===== src/rtl/tdm_clk_pkg.sv =====
package tdm_clk_pkg;
  localparam int DIV_W   = 8;
  localparam int SLOTF_W = 3;
  localparam int SIZEF_W = 2;
  localparam int BIT_W   = SIZEF_W + 3;

  typedef struct packed {
    logic [DIV_W-1:0]   mck_m1;
    logic [DIV_W-1:0]   sck_m1;
    logic [SLOTF_W-1:0] slots_m1;
    logic [SIZEF_W-1:0] size_code;
  } cfg_t;

  // width code c selects (c+1)*8 bits; last bit index is c*8+7
  function automatic logic [BIT_W-1:0] last_bit_of(input logic [SIZEF_W-1:0] code);
    return {code, 3'b111};
  endfunction
endpackage


===== src/rtl/tdm_clk_div.sv =====
module tdm_clk_div #(
  parameter int W = 8
) (
  input  logic         clk,
  input  logic         rst_n,
  input  logic         run,
  input  logic [W-1:0] fm1,
  output logic         lvl_o,
  output logic         wrap_o
);
  logic [W-1:0] cnt_q, cnt_nxt;

  // number of low phases = floor((fm1+1)/2)
  function automatic logic [W-1:0] low_phases(input logic [W-1:0] m1);
    logic [W:0] f;
    f = {1'b0, m1} + 1'b1;
    return f[W:1];
  endfunction

  assign wrap_o  = run && (cnt_q == fm1);
  assign cnt_nxt = (cnt_q == fm1) ? '0 : cnt_q + 1'b1;

  always_ff @(posedge clk) begin
    if (!rst_n || !run) begin
      cnt_q <= '0;
      lvl_o <= 1'b0;
    end else begin
      cnt_q <= cnt_nxt;
      lvl_o <= (cnt_nxt >= low_phases(fm1));
    end
  end

  assert_cnt_range_R2: assert property (@(posedge clk) disable iff (!rst_n)
    run |-> (cnt_q <= fm1));
  assert_low_after_wrap_R2: assert property (@(posedge clk) disable iff (!rst_n)
    (wrap_o && fm1 != '0) |=> !lvl_o);
endmodule


===== src/rtl/tdm_frame_ctr.sv =====
module tdm_frame_ctr #(
  parameter int SW = 3,
  parameter int BW = 5
) (
  input  logic          clk,
  input  logic          rst_n,
  input  logic          active,
  input  logic          tick,
  input  logic [BW-1:0] bits_m1,
  input  logic [SW-1:0] slots_m1,
  output logic [BW-1:0] bit_o,
  output logic [SW-1:0] slot_o,
  output logic          last_o
);
  logic last_bit, last_slot;

  assign last_bit  = (bit_o == bits_m1);
  assign last_slot = (slot_o == slots_m1);
  assign last_o    = tick && last_bit && last_slot;

  always_ff @(posedge clk) begin
    if (!rst_n || !active) begin
      bit_o  <= '0;
      slot_o <= '0;
    end else if (tick) begin
      if (last_bit) begin
        bit_o  <= '0;
        slot_o <= last_slot ? '0 : slot_o + 1'b1;
      end else begin
        bit_o <= bit_o + 1'b1;
      end
    end
  end

  assert_bit_range_R4: assert property (@(posedge clk) disable iff (!rst_n)
    active |-> (bit_o <= bits_m1));
  assert_slot_range_R5: assert property (@(posedge clk) disable iff (!rst_n)
    active |-> (slot_o <= slots_m1));
endmodule


===== src/rtl/tdm_clk_unit.sv =====
module tdm_clk_unit
  import tdm_clk_pkg::*;
(
  input  logic               clk_ref,
  input  logic               rst_n,
  input  logic               en_i,
  input  logic [DIV_W-1:0]   mck_div_i,
  input  logic [DIV_W-1:0]   sck_div_i,
  input  logic [SLOTF_W-1:0] slots_m1_i,
  input  logic [SIZEF_W-1:0] slot_size_i,
  output logic               mck_o,
  output logic               sck_o,
  output logic               fs_o,
  output logic [SLOTF_W-1:0] slot_idx_o,
  output logic [BIT_W-1:0]   bit_idx_o
);
  cfg_t cfg_q;
  logic active_q, start, stop_req;
  logic sck_lvl, sck_wrap, mck_lvl, mck_wrap, frame_last;

  assign start    = en_i && !active_q;
  assign stop_req = active_q && frame_last && !en_i;

  always_ff @(posedge clk_ref) begin
    if (!rst_n) begin
      active_q <= 1'b0;
      cfg_q    <= '0;
    end else if (start) begin
      active_q <= 1'b1;
      cfg_q    <= '{mck_m1: mck_div_i, sck_m1: sck_div_i,
                    slots_m1: slots_m1_i, size_code: slot_size_i};
    end else if (stop_req) begin
      active_q <= 1'b0;
    end
  end

  tdm_clk_div #(.W(DIV_W)) u_sck_div (
    .clk(clk_ref), .rst_n(rst_n), .run(active_q), .fm1(cfg_q.sck_m1),
    .lvl_o(sck_lvl), .wrap_o(sck_wrap));

  tdm_clk_div #(.W(DIV_W)) u_mck_div (
    .clk(clk_ref), .rst_n(rst_n), .run(active_q), .fm1(cfg_q.mck_m1),
    .lvl_o(mck_lvl), .wrap_o(mck_wrap));

  tdm_frame_ctr #(.SW(SLOTF_W), .BW(BIT_W)) u_frame (
    .clk(clk_ref), .rst_n(rst_n), .active(active_q), .tick(sck_wrap),
    .bits_m1(last_bit_of(cfg_q.size_code)), .slots_m1(cfg_q.slots_m1),
    .bit_o(bit_idx_o), .slot_o(slot_idx_o), .last_o(frame_last));

  // a factor of one hands the reference clock through
  assign sck_o = active_q && ((cfg_q.sck_m1 == '0) ? clk_ref : sck_lvl);
  assign mck_o = active_q && ((cfg_q.mck_m1 == '0) ? clk_ref : mck_lvl);
  assign fs_o  = active_q && (slot_idx_o == '0);

  assert_pos_on_fall_R7: assert property (@(posedge clk_ref) disable iff (!rst_n)
    (active_q && $past(active_q) && (bit_idx_o != $past(bit_idx_o))) |-> $past(sck_wrap));
  assert_stop_at_end_R9: assert property (@(posedge clk_ref) disable iff (!rst_n)
    $fell(active_q) |-> $past(frame_last && !en_i));
  assert_cfg_hold_R10: assert property (@(posedge clk_ref) disable iff (!rst_n)
    (active_q && $past(active_q)) |-> $stable(cfg_q));
  assert_mck_high_at_wrap_R3: assert property (@(posedge clk_ref) disable iff (!rst_n)
    (mck_wrap && cfg_q.mck_m1 != '0) |-> mck_lvl);
endmodule


===== config.mk =====
export PLATFORM = sky130hd
export DESIGN_NAME = tdm_clk_unit
export DESIGN_NICKNAME = d
export VERILOG_FILES = /design/src/rtl/tdm_clk_pkg.sv /design/src/rtl/tdm_clk_div.sv /design/src/rtl/tdm_frame_ctr.sv /design/src/rtl/tdm_clk_unit.sv
export SDC_FILE = /design/constraint.sdc
export NUM_CORES = 1
export LEC_CHECK = 0
export ABC_CLOCK_PERIOD_IN_PS = 2210
export BUFFER_PORTS_ARGS = -buffer_cell sky130_fd_sc_hd__buf_2
export CAP_MARGIN = 20
export CORE_ASPECT_RATIO = 0.5
export CORE_MARGIN = 3
export CORE_UTILIZATION = 53
export CTS_BUF_LIST = sky130_fd_sc_hd__clkbuf_8
export DETAILED_ROUTE_END_ITERATION = 7
export GPL_TIMING_DRIVEN = 0
export PLACE_DENSITY_LB_ADDON = 0.25
export SLEW_MARGIN = 20
export SYNTH_ARGS = -nofsm -noshare
export SYNTH_HDL_FRONTEND = slang
export SYNTH_SLANG_ARGS = --single-unit

===== constraint.sdc =====
create_clock -name clk_ref -period 2.21 [get_ports clk_ref]
set_clock_uncertainty 0.1 [all_clocks]
set_input_delay 0.1105 -clock clk_ref [delete_from_list [all_inputs] [get_ports clk_ref]]
set_output_delay 0.1105 -clock clk_ref [all_outputs]
set_load 0.01 [all_outputs]

==> reports/qor.csv <==
stage,metric,value,unit
yosys,synthCells,341,
global_routing,antenna_found_initial,0,
finish,fin_nets,481,
global_routing,track_usage,0.237,
global_routing,grtUsageMet3,0.0647,
job,drv_cap,0,
global_routing,use_met2,0.426,
finish,syn2layout_area_growth,35.4,%
global_routing,grt_pass1_wl,12300,microns
place,dp_slack,-368,ps
global_routing,grt.overflow.total,0,
sta,max_freq,418,MHz
setup_path,worstSetupPathType,reg2out,
detailed_routing,dr.first_iter.drc_count,157,
sta,setup_viol,4,
status,violations,setup timing,
setup_path,reg2reg_depth,10,
floorplan,ioPinCount,35,
finish,antenna_cells,0,
place,hpwl,4700,microns
floorplan,fp.dieArea,6430,sq um
global_routing,grt_pass1_vias,2821,
finish,fillers,342,
setup_path,r2r_setup_slack,-170,ps
hold_path,holdPathEnd,cfg_q[8]$_SDFFE_PN0P_,
yosys,seq_area_frac_synth,0.333,
detailed_routing,vias,2720,
floorplan,die_y,58.2,microns
sta,finalWorstSetupSlack,-183,ps
sta,hold_viol_final,0,
sta,fin_crit,2390,ps
power_and_ir_drop,p_per_area,558,nW/um^2
power_and_ir_drop,ir_drop,0.342,mV
status,status,"complete, but fails checks",
setup_path,r2r_end,u_mck_div.lvl_o$_SDFF_PP0_,
detailed_routing,viasPerCell,5.42,
sta,slew-limit-headroom,0.622,
yosys,ys_warn_count,0,
place,place_congestion,0.848,
hold_path,hold_start,en_i,
floorplan,initial_core_util,0.568,
global_routing,top_usage_layer,met2,
detailed_routing,drc_errors,0,
setup_path,end_kind,output pin,
detailed_routing,routed_wirelength,7620,microns
finish,drive_above_1_share,0.294,
detailed_routing,drtAntennaViolNets,0,
sta,fin_crit_sh,1.08,
detailed_routing,post_drt_wl_per_cell,15.2,microns
yosys,synth_nets,390,
setup_path,startpoint_type,register,
floorplan,die_w,110,microns
setup_path,critPathMaxFanout,4,
clocking,cts_tree,yes,
setup_path,cp.arrival,2180,ps
yosys,yosysUniqueCellTypes,41,
detailed_routing,drt_first_pass_iters,4,
setup_path,cp.required,2000,ps
yosys,synth-seq-cells,48,
clocking,path_clk_slew,90,ps
global_routing,grt_max_degree,14,
setup_path,crit_path_cell_trace,inv_2 -> ha_4 -> or4b_4 -> nor4_4 -> mux2i_1 -> nor2b_1 -> buf_2,
floorplan,rows,18,
global_routing,grtUsageMet1,0.269,
clocking,clk_latency,410,ps
setup_path,max_stage_delay,460,ps
sta,worst_pin_slew,563,ps
setup_path,r2r_start,cfg_q[20]$_SDFFE_PN0P_,
setup_path,cp_slowest_cell,or4b_4,
sta,tns,-655,ps
hold_path,hold_path_class,in2reg,
sta,drv_slew,0,
hold_path,hold_depth,5,
yosys,avgSynthCellArea,8.47,sq um
floorplan,coreArea,5090,sq um
place,io_buffers,34,
power_and_ir_drop,p_leak,1.61,nW
sta,rsz0062_at_grt,yes,
yosys,syn_area,2890,sq um
==> sequential cells by signal, indices dropped and copies added, names as in the netlist <==
name,cells
u_mck_div.lvl_o,1
u_frame.bit_o,5
u_sck_div.cnt_q,8
u_sck_div.lvl_o,1
active_q,1
cfg_q,21
u_mck_div.cnt_q,8
u_frame.slot_o,3
==> cell usage after synthesis (all sizes together) <==
cell	instances	area [sq um]
or4b	2	20.0
inv	9	33.8
nand2	56	210
or2	5	31.3
o22ai	1	6.26
nand4	6	43.8
and3	6	40.0
mux2i	5	50.1
a21oi	1	5.00
nor3b	2	15.0
nor2	43	169
o211a	2	20.0
nor3	2	15.0
nand2b	4	25.0
a31oi	1	6.26
and2	1	6.26
xnor2	28	245
buf	5	46.3
ha	25	313
a21o	4	30.0
a21boi	21	158
nand3	16	80.1
nor4	2	25.0
nor2b	3	18.8
a31o	2	17.5
o221a	1	11.3
o21ai	7	35.0
clkbuf	7	27.5
xor2	17	149
a211oi	5	37.5
a32o	2	20.0
dfxtp	48	961
o2111ai	2	17.5
==> worst max-delay path: cells and delay by family, from the launching register on <==
kind	cells	cell delay, ps
AND/OR/NAND/NOR	3	780
flip-flops	1	370
multiplexers	1	300
buffers and inverters	2	210
adder cells (fa/ha/maj)	1	120
==> layout make-up <==
class / count / area (sq um) / area share
Multi-Input combinational cell: 272 / 1980 / 0.506
Sequential cell: 48 / 1000 / 0.256
Timing Repair Buffer: 81 / 614 / 0.157
Clock buffer: 11 / 134 / 0.0342
Tap cell: 70 / 87.6 / 0.0224
Buffer: 9 / 50.0 / 0.0128
Inverter: 9 / 36.3 / 0.00927
Clock inverter: 2 / 8.76 / 0.00224
==> repair_timing <==
| action | CTS | global route |
|---|---|---|
| buffers inserted | 20 | 4 |
| hold buffers | 25 | 0 |
| gates resized for setup | 44 | 14 |
| pin swaps | 15 | 11 |
| hold endpoints to repair | 22 | 0 |
| endpoints found under the setup margin | 4 | 13 |
==> cell usage in the layout, fill, tap and decap left out, drive strengths merged, types with 10 or more instances in the layout <==
cell type    instances
buf                 61
a21boi              21
xor2                17
nand3               16
dfxtp               48
nor2                43
xnor2               28
ha                  25
nand2               56
clkbuf              15
inv                 10
dlygate4sd3         25
==> per-stage QoR <==
step	area, sq um	utilization	hold slack [ps]	power [mW]	cells
2_1_floorplan	2910	-	149	1.19	341
3_3_place_gp	3170	0.622	261	1.27	445
3_5_place_dp	3170	0.622	265	1.29	445
4_1_cts	3820	0.751	286	2.15	498
5_1_grt	3910	0.769	331	2.29	502
6_report	3910	0.769	275	2.18	502
==> worst max path at each step <==
stage / from / end / slack [ps] / depth (start not counted)
after global placement: cfg_q[6]$_SDFFE_PN0P_ / u_sck_div.lvl_o$_SDFF_PP0_ / -340 / 11
final: cfg_q[5]$_SDFFE_PN0P_ / sck_o / -180 / 7
after floorplan: cfg_q[7]$_SDFFE_PN0P_ / u_sck_div.lvl_o$_SDFF_PP0_ / -60 / 12
after CTS: cfg_q[5]$_SDFFE_PN0P_ / sck_o / -130 / 7
after detailed placement: cfg_q[10]$_SDFFE_PN0P_ / u_sck_div.lvl_o$_SDFF_PP0_ / -370 / 11
after global routing: cfg_q[20]$_SDFFE_PN0P_ / u_mck_div.lvl_o$_SDFF_PP0_ / -300 / 10
==> layer usage <==
| metal | vias to the layer above | part of all wire |
|---|---|---|
| li1 | 1340 | - |
| met1 | 1287 | 0.43 |
| met2 | 68 | 0.50 |
| met3 | 25 | 0.037 |
| met4 | 0 | 0.027 |
| met5 | - | 0 |
==> logic make-up (layout without fill, tap and decap cells) <==
kind of cell,count (synthesis),after routing,synth area share
buffers and inverters,21,112,0.0372
multiplexers,5,5,0.0173
AO/OA/AOI/OAI,49,49,0.126
XOR/XNOR,45,45,0.136
adder cells (fa/ha/maj),25,25,0.108
flip-flops,48,48,0.333
AND/OR/NAND/NOR,148,148,0.242
==> power breakdown <==
| group | switching, mW | internal (mW) |
|---|---|---|
| sequential | 0.0468 | 0.893 |
| combinational | 0.225 | 0.281 |
| clock | 0.356 | 0.382 |
Note: power is estimated with default switching activity, not from simulation.
